File: config.mk
export PLATFORM = sky130hd
export DESIGN_NAME = rtc_serial_if
export DESIGN_NICKNAME = d
export VERILOG_FILES = /design/src/rtl/rtc_serial_pkg.sv /design/src/rtl/rtc_shift.sv /design/src/rtl/rtc_store.sv /design/src/rtl/rtc_serial_if.sv
export SDC_FILE = /design/constraint.sdc
export NUM_CORES = 1
export LEC_CHECK = 0
export ABC_CLOCK_PERIOD_IN_PS = 3000
export BUFFER_PORTS_ARGS = -buffer_cell sky130_fd_sc_hd__buf_2
export CORE_ASPECT_RATIO = 0.7
export CORE_MARGIN = 2
export CORE_UTILIZATION = 62
export DETAILED_ROUTE_END_ITERATION = 8
export MAX_ROUTING_LAYER = met4
export PLACE_DENSITY_LB_ADDON = 0.3
export SETUP_SLACK_MARGIN = 0.1
export SLEW_MARGIN = 20
export SYNTH_ARGS = -nofsm -noshare
export SYNTH_HDL_FRONTEND = slang
export SYNTH_SLANG_ARGS = --single-unit
File: constraint.sdc
create_clock -name clk -period 3 [get_ports clk]
set_input_delay 0.75 -clock clk [delete_from_list [all_inputs] [get_ports clk]]
set_output_delay 0.75 -clock clk [all_outputs]
set_load 0.01 [all_outputs]
File: src/rtl/rtc_serial_pkg.sv
package rtc_serial_pkg;

    localparam int BYTE_W     = 8;
    localparam int RAM_DEPTH  = 32;
    localparam int RAM_AW     = $clog2(RAM_DEPTH);
    localparam int XFER_BITS  = 2 * BYTE_W;
    localparam int PHASE_W    = $clog2(XFER_BITS + 1);

    localparam logic [7:0] CMD_STATUS  = 8'h30;
    localparam logic [7:0] CMD_CONTROL = 8'h31;
    localparam logic [7:0] CMD_ACK     = 8'hB1;
    localparam logic [7:0] STATUS_INIT = 8'h90;
    localparam logic [7:0] ACK_CLEAR   = 8'h18;
    localparam int         ACK_BIT     = 2;

    typedef struct packed {
        logic [7:0] sec;
        logic [7:0] min;
        logic [7:0] hour;
        logic [7:0] mday;
        logic [7:0] month;
        logic [7:0] year;
    } bcd_time_t;

    typedef enum logic [2:0] {
        SRC_RAM,
        SRC_TIME,
        SRC_STATUS,
        SRC_CONTROL,
        SRC_NONE
    } rd_src_e;

    function automatic rd_src_e classify(input logic [7:0] cmd);
        if (cmd[7:5] == 3'b000)      return SRC_RAM;
        else if (cmd[7:4] == 4'h2)   return SRC_TIME;
        else if (cmd == CMD_STATUS)  return SRC_STATUS;
        else if (cmd == CMD_CONTROL) return SRC_CONTROL;
        else                         return SRC_NONE;
    endfunction

    function automatic logic [7:0] time_field(input logic [3:0] sel, input bcd_time_t t);
        case (sel)
            4'h0:    return t.sec;
            4'h1:    return t.min;
            4'h2:    return t.hour;
            4'h4:    return t.mday;
            4'h5:    return t.month;
            4'h6:    return t.year;
            default: return 8'h00;
        endcase
    endfunction

    function automatic logic is_ram_write(input logic [7:0] cmd);
        return cmd[7:5] == 3'b100;
    endfunction

endpackage

File: src/rtl/rtc_shift.sv
module rtc_shift
    import rtc_serial_pkg::*;
(
    input  logic               clk,
    input  logic               rst,
    input  logic               ce,
    input  logic               sclk,
    input  logic               sdi,
    output logic [PHASE_W-1:0] phase_o,
    output logic [BYTE_W-1:0]  cmd_o,
    output logic [BYTE_W-1:0]  val_next_o,
    output logic               step_o,
    output logic               commit_o
);

    localparam logic [PHASE_W-1:0] DONE = PHASE_W'(XFER_BITS);
    localparam logic [PHASE_W-1:0] LAST = PHASE_W'(XFER_BITS - 1);
    localparam logic [PHASE_W-1:0] HALF = PHASE_W'(BYTE_W);

    logic               sclk_q;
    logic [PHASE_W-1:0] phase_q;
    logic [BYTE_W-1:0]  cmd_q;
    logic [BYTE_W-1:0]  val_q;

    assign step_o     = ce && sclk_q && !sclk && (phase_q < DONE);
    assign commit_o   = step_o && (phase_q == LAST);
    assign val_next_o = {val_q[BYTE_W-2:0], sdi};
    assign phase_o    = phase_q;
    assign cmd_o      = cmd_q;

    always_ff @(posedge clk) begin
        if (rst) begin
            sclk_q  <= 1'b0;
            phase_q <= '0;
            cmd_q   <= '0;
            val_q   <= '0;
        end else begin
            sclk_q <= sclk;
            if (!ce) begin
                phase_q <= '0;
                cmd_q   <= '0;
                val_q   <= '0;
            end else if (step_o) begin
                phase_q <= phase_q + 1'b1;
                if (phase_q < HALF) cmd_q <= {cmd_q[BYTE_W-2:0], sdi};
                else                val_q <= val_next_o;
            end
        end
    end

endmodule

File: src/rtl/rtc_store.sv
module rtc_store
    import rtc_serial_pkg::*;
#(
    parameter logic [RAM_DEPTH*BYTE_W-1:0] RAM_IMAGE = '0,
    parameter logic [BYTE_W-1:0]           CTRL_INIT = '0
) (
    input  logic              clk,
    input  logic              rst,
    input  logic              commit,
    input  logic [BYTE_W-1:0] cmd,
    input  logic [BYTE_W-1:0] wval,
    input  bcd_time_t         now,
    output logic [BYTE_W-1:0] rd_byte,
    output logic              rd_hit,
    output logic              irq_clr_o
);

    logic [BYTE_W-1:0] ram_q [RAM_DEPTH];
    logic [BYTE_W-1:0] status_q;
    logic              irq_q;
    rd_src_e           src;

    assign src = classify(cmd);

    always_comb begin
        rd_hit  = 1'b1;
        rd_byte = '0;
        case (src)
            SRC_RAM:     rd_byte = ram_q[cmd[RAM_AW-1:0]];
            SRC_TIME:    rd_byte = time_field(cmd[3:0], now);
            SRC_STATUS:  rd_byte = status_q;
            SRC_CONTROL: rd_byte = CTRL_INIT;
            default:     rd_hit  = 1'b0;
        endcase
    end

    for (genvar g = 0; g < RAM_DEPTH; g++) begin : g_ram
        always_ff @(posedge clk) begin
            if (rst)
                ram_q[g] <= RAM_IMAGE[g*BYTE_W +: BYTE_W];
            else if (commit && is_ram_write(cmd) && cmd[RAM_AW-1:0] == RAM_AW'(g))
                ram_q[g] <= wval;
        end
    end

    always_ff @(posedge clk) begin
        if (rst) begin
            status_q <= STATUS_INIT;
            irq_q    <= 1'b0;
        end else begin
            irq_q <= 1'b0;
            if (commit && cmd == CMD_ACK && wval[ACK_BIT]) begin
                status_q <= status_q & ~ACK_CLEAR;
                irq_q    <= 1'b1;
            end
        end
    end

    assign irq_clr_o = irq_q;

endmodule

File: src/rtl/rtc_serial_if.sv
module rtc_serial_if
    import rtc_serial_pkg::*;
#(
    parameter logic [RAM_DEPTH*BYTE_W-1:0] RAM_IMAGE =
        256'hF0E1D2C3_B4A59687_78695A4B_3C2D1E0F_C0FFEE00_5AA5A55A_13579BDF_2468ACE0,
    parameter logic [BYTE_W-1:0] CTRL_INIT = 8'h4A
) (
    input  logic       clk,
    input  logic       rst,
    input  logic       ce_i,
    input  logic       sclk_i,
    input  logic       sdio_i,
    input  logic [7:0] sec_i,
    input  logic [7:0] min_i,
    input  logic [7:0] hour_i,
    input  logic [7:0] mday_i,
    input  logic [7:0] month_i,
    input  logic [7:0] year_i,
    output logic       sdo_o,
    output logic [7:0] retval_o,
    output logic       irq_clr_o
);

    logic [PHASE_W-1:0] phase;
    logic [BYTE_W-1:0]  cmd;
    logic [BYTE_W-1:0]  val_next;
    logic               step;
    logic               commit;
    logic [BYTE_W-1:0]  rd_byte;
    logic               rd_hit;
    logic               rd_phase;
    logic               out_bit;
    bcd_time_t          now;
    logic               sdo_q;
    logic [BYTE_W-1:0]  ret_q;

    assign now = '{sec: sec_i, min: min_i, hour: hour_i,
                   mday: mday_i, month: month_i, year: year_i};

    rtc_shift i_shift (
        .clk        (clk),
        .rst        (rst),
        .ce         (ce_i),
        .sclk       (sclk_i),
        .sdi        (sdio_i),
        .phase_o    (phase),
        .cmd_o      (cmd),
        .val_next_o (val_next),
        .step_o     (step),
        .commit_o   (commit)
    );

    rtc_store #(.RAM_IMAGE(RAM_IMAGE), .CTRL_INIT(CTRL_INIT)) i_store (
        .clk       (clk),
        .rst       (rst),
        .commit    (commit),
        .cmd       (cmd),
        .wval      (val_next),
        .now       (now),
        .rd_byte   (rd_byte),
        .rd_hit    (rd_hit),
        .irq_clr_o (irq_clr_o)
    );

    assign rd_phase = (phase >= PHASE_W'(BYTE_W)) && (phase < PHASE_W'(XFER_BITS)) && rd_hit;
    assign out_bit  = rd_byte[3'(~phase[2:0])];

    always_ff @(posedge clk) begin
        if (rst) begin
            sdo_q <= 1'b0;
            ret_q <= '0;
        end else if (step) begin
            if (rd_phase) begin
                sdo_q <= out_bit;
                ret_q <= {ret_q[BYTE_W-2:0], out_bit};
            end else begin
                sdo_q <= sdio_i;
            end
        end
    end

    assign sdo_o    = sdo_q;
    assign retval_o = ret_q;

endmodule

==> flow_metrics.tcl <==
set metrics [dict create \
    post-cts-setup-buffers 0 \
    synthDistinctLibCells 64 \
    grt_setup_unrepaired "false" \
    synthMuxAreaShare_pct 13.3 \
    synth.area.top_cells "edfxtp_1 54%, mux4_2 9.9%, and2_1 5.6%" \
    synth_simple_gate_area_share_pct 17.2 \
    fmax_ghz 0.364 \
    path_class "reg -> reg" \
    r2r_cells 7 \
    synth_ff_type "edfxtp_1" \
    cp.buffers_inverters 1 \
    core_area_sq_mm 0.0225 \
    drc_errors 0 \
    dieArea_sq_mm 0.0240 \
    fin_skew_ns 0.0153 \
    synth_edf_count 256 \
    synth_top_family_by_area "simple AND/OR/NAND/NOR gates" \
    synth_compound_area_share_pct 5.90 \
    die_h_um 130 \
    pwr_density_cell_mw_per_mm2 537 \
    synthXorXnorAreaFrac_pct 0.186 \
    grt_pass1_vias 8976 \
    power.leakage_nw 5.27 \
    grt_usage_pct 33.0 \
    fin_nets 1192 \
    synth_top_area_cell "edfxtp_1" \
    min_to "i_shift.sclk_q$_SDFF_PP0_" \
    io_buffers 62 \
    seq_area_frac_synth_pct 59.7 \
    ant_nets 0 \
    hpwlAfterDp_um 25100 \
    final.period_utilization_pct 91.5 \
    max_slew.worst_pin.slew_ns 0.855 \
    p_total_w 0.00857 \
    crit_path_max_fanout 23 \
    end_kind "flip-flop" \
    status "completed" \
    cts_resized 0 \
    synth_area_per_cell_sq_um 13.4 \
    fp.dieW_um 184 \
    insertion_delay_ns 0.55 \
    path_clk_slew_ns 0.07 \
    diodes 0 \
    ios 63 \
    drt_iter0_drc 1281 \
    worstSetupStartpointType "flip-flop" \
    wirelength_um 37500 \
    vias_per_cell 6.52 \
    syn_inst 1058 \
    syn_area_sq_mm 0.0141 \
    final-setup-viol-count 0 \
    instances_no_fill 1467 \
    wire_per_inst_um 25.6 \
    slew_violations 0 \
    yosys_register_bits 293 \
    start_util_pct 62.8 \
    cts_tree "built" \
    grt.overflow.total 0 \
    timing.rr.end "sdo_o$_SDFFE_PP0P_" \
    tns_ns 0 \
    hold_start "sclk_i" \
    syn2layout_area_growth_pct 13.0 \
    hold_path_class "in -> reg" \
    dpl.cell_count 1419 \
    htree_levels 1 \
    r2r_setup_slack_ns 0.25 \
    cts-buffers-inserted 27 \
    cts_root_buffer "clkbuf_16" \
    synth.yosys.warnings 0 \
    syn_nets 1114 \
    ir_drop_mv 0.445 \
    maxCapViolCount 0 \
    grt_max_degree 61 \
    synth_fa_ha_area_share_pct 0.266 \
    vias 9564 \
    worst_path_dominant_cell_family "compound AO/OA/AOI/OAI gates" \
    utilization_pct 70.9 \
    cpMaxStageDelayCell "dfxtp_4" \
    critical-path-max-stage-delay_ns 0.65 \
    post-route-min-period_ns 2.75 \
    critPathRequiredTime_ns 3.43 \
    holdPathStages 2 \
    async_flop_share_pct 0 \
    yosysMostFrequentCell "edfxtp_1" \
    drive_gt1_share_pct 22.9 \
    path_cells "buf_4 > mux4_2 > o32ai_1 > nor4_1 > a31o_1 > a32oi_2 > o22ai_1" \
    yosys-top-cells-count "256 x edfxtp_1, 127 x and2_1, 124 x or3_1" \
    dr.pass1.iters 5 \
    arrival_ns 3.18 \
    cts_max_path_buffers 3 \
    rows 46 \
    maxSlewHeadroom_pct 43.0 \
    clock-sinks 293 \
    grt_pass1_wl_um 56100 \
    globalplace.congestion 0.986 \
    finalHoldViolCount 0 \
    antenna_found_initial 1 \
    synth_top_area_share_pct 54.4 \
    holdBufCountCts 0 \
]
## cell type report
type / instances / area [sq um]
flip-flops and latches: 293 / 8440
fillers: 1546 / 6540
multi-input cells: 657 / 5200
repair buffers: 150 / 1010
clock buffers: 31 / 691
well taps: 312 / 390
clock inverters: 17 / 210
inverters: 7 / 26.3
## flip-flops by register name, indices dropped and copies added (netlist names), named ones only
signal,cells
i_shift.cmd_o,8
i_shift.phase_o,5
i_shift.sclk_q,1
i_shift.val_q,7
i_store.irq_clr_o,1
i_store.ram_q,256
i_store.status_q,1
retval_o,8
sdo_o,1
## worst reg2reg max path: cells and delay by family, from the launching register on
family / cells / cell delay (ns)
buffers and inverters: 1 / 0.28
muxes: 1 / 0.56
and+or+nand+nor: 1 / 0.11
AOI/OAI and AO/OA: 4 / 1.03
DFF: 1 / 0.65
## per-layer routing
layer	wire, um	vias to the layer above	global-route usage (%)
li1	-	4145	-
met3	5030	88	8.48
met2	16300	586	46.6
met5	0	-	-
met4	952	0	7.95
met1	15200	4745	48.3
## placed cells by master (no fill, tap or decap), drive strengths merged, types with 5 or more instances in the layout
master,netlist,final
inv,6,7
nand3,23,23
buf,30,150
bufinv,0,5
nand2,41,41
nand2b,7,7
clkbuf,71,31
o21ai,13,13
a22oi,13,13
or3,124,124
edfxtp,256,256
nor2,63,63
mux2i,38,38
o21bai,29,29
a21oi,18,18
mux4,64,64
and2,127,127
nor2b,11,11
dfxtp,37,37
nor3,14,14
clkinv,1,9
a22o,5,5
## how the worst max path moves through the flow
stage / from / endpoint / slack, ns / depth (start not counted)
final: flip-flop / sdo_o$_SDFFE_PP0P_ / 0.25 / 7
after global routing: flip-flop / sdo_o$_SDFFE_PP0P_ / 0.11 / 7
after CTS: flip-flop / sdo_o$_SDFFE_PP0P_ / 0.27 / 7
after detailed placement: sclk_i / i_store.ram_q[30][5]$_SDFFCE_PN1P_ / 0.22 / 9
after global placement: sclk_i / i_store.ram_q[29][7]$_SDFFCE_PN1P_ / 0.25 / 8
after floorplan: sclk_i / i_store.ram_q[15][0]$_SDFFCE_PN0P_ / 0.30 / 6
## power breakdown
part | switching, W | internal [W]
clock | 0.00150 | 0.00207
combinational | 0.000184 | 0.000156
sequential | 0.0000695 | 0.00459
## through the flow
| step | hold WS, ns | setup slack (ns) | cell area [sq um] |
|---|---|---|---|
| after floorplan | 0.439 | 0.301 | 14100 |
| after global placement | 0.443 | 0.252 | 15100 |
| after detailed placement | 0.458 | 0.222 | 15100 |
| after CTS | 0.420 | 0.271 | 16000 |
| after global routing | 0.446 | 0.109 | 16000 |
| final | 0.425 | 0.255 | 16000 |
## cell families after synthesis
logic type	Yosys count
compound gates	115
xor+xnor	3
fa+ha+maj	3
buf+inv	108
flops	293
mux	106
simple gates	430
Power figures use the tool's default switching activity.
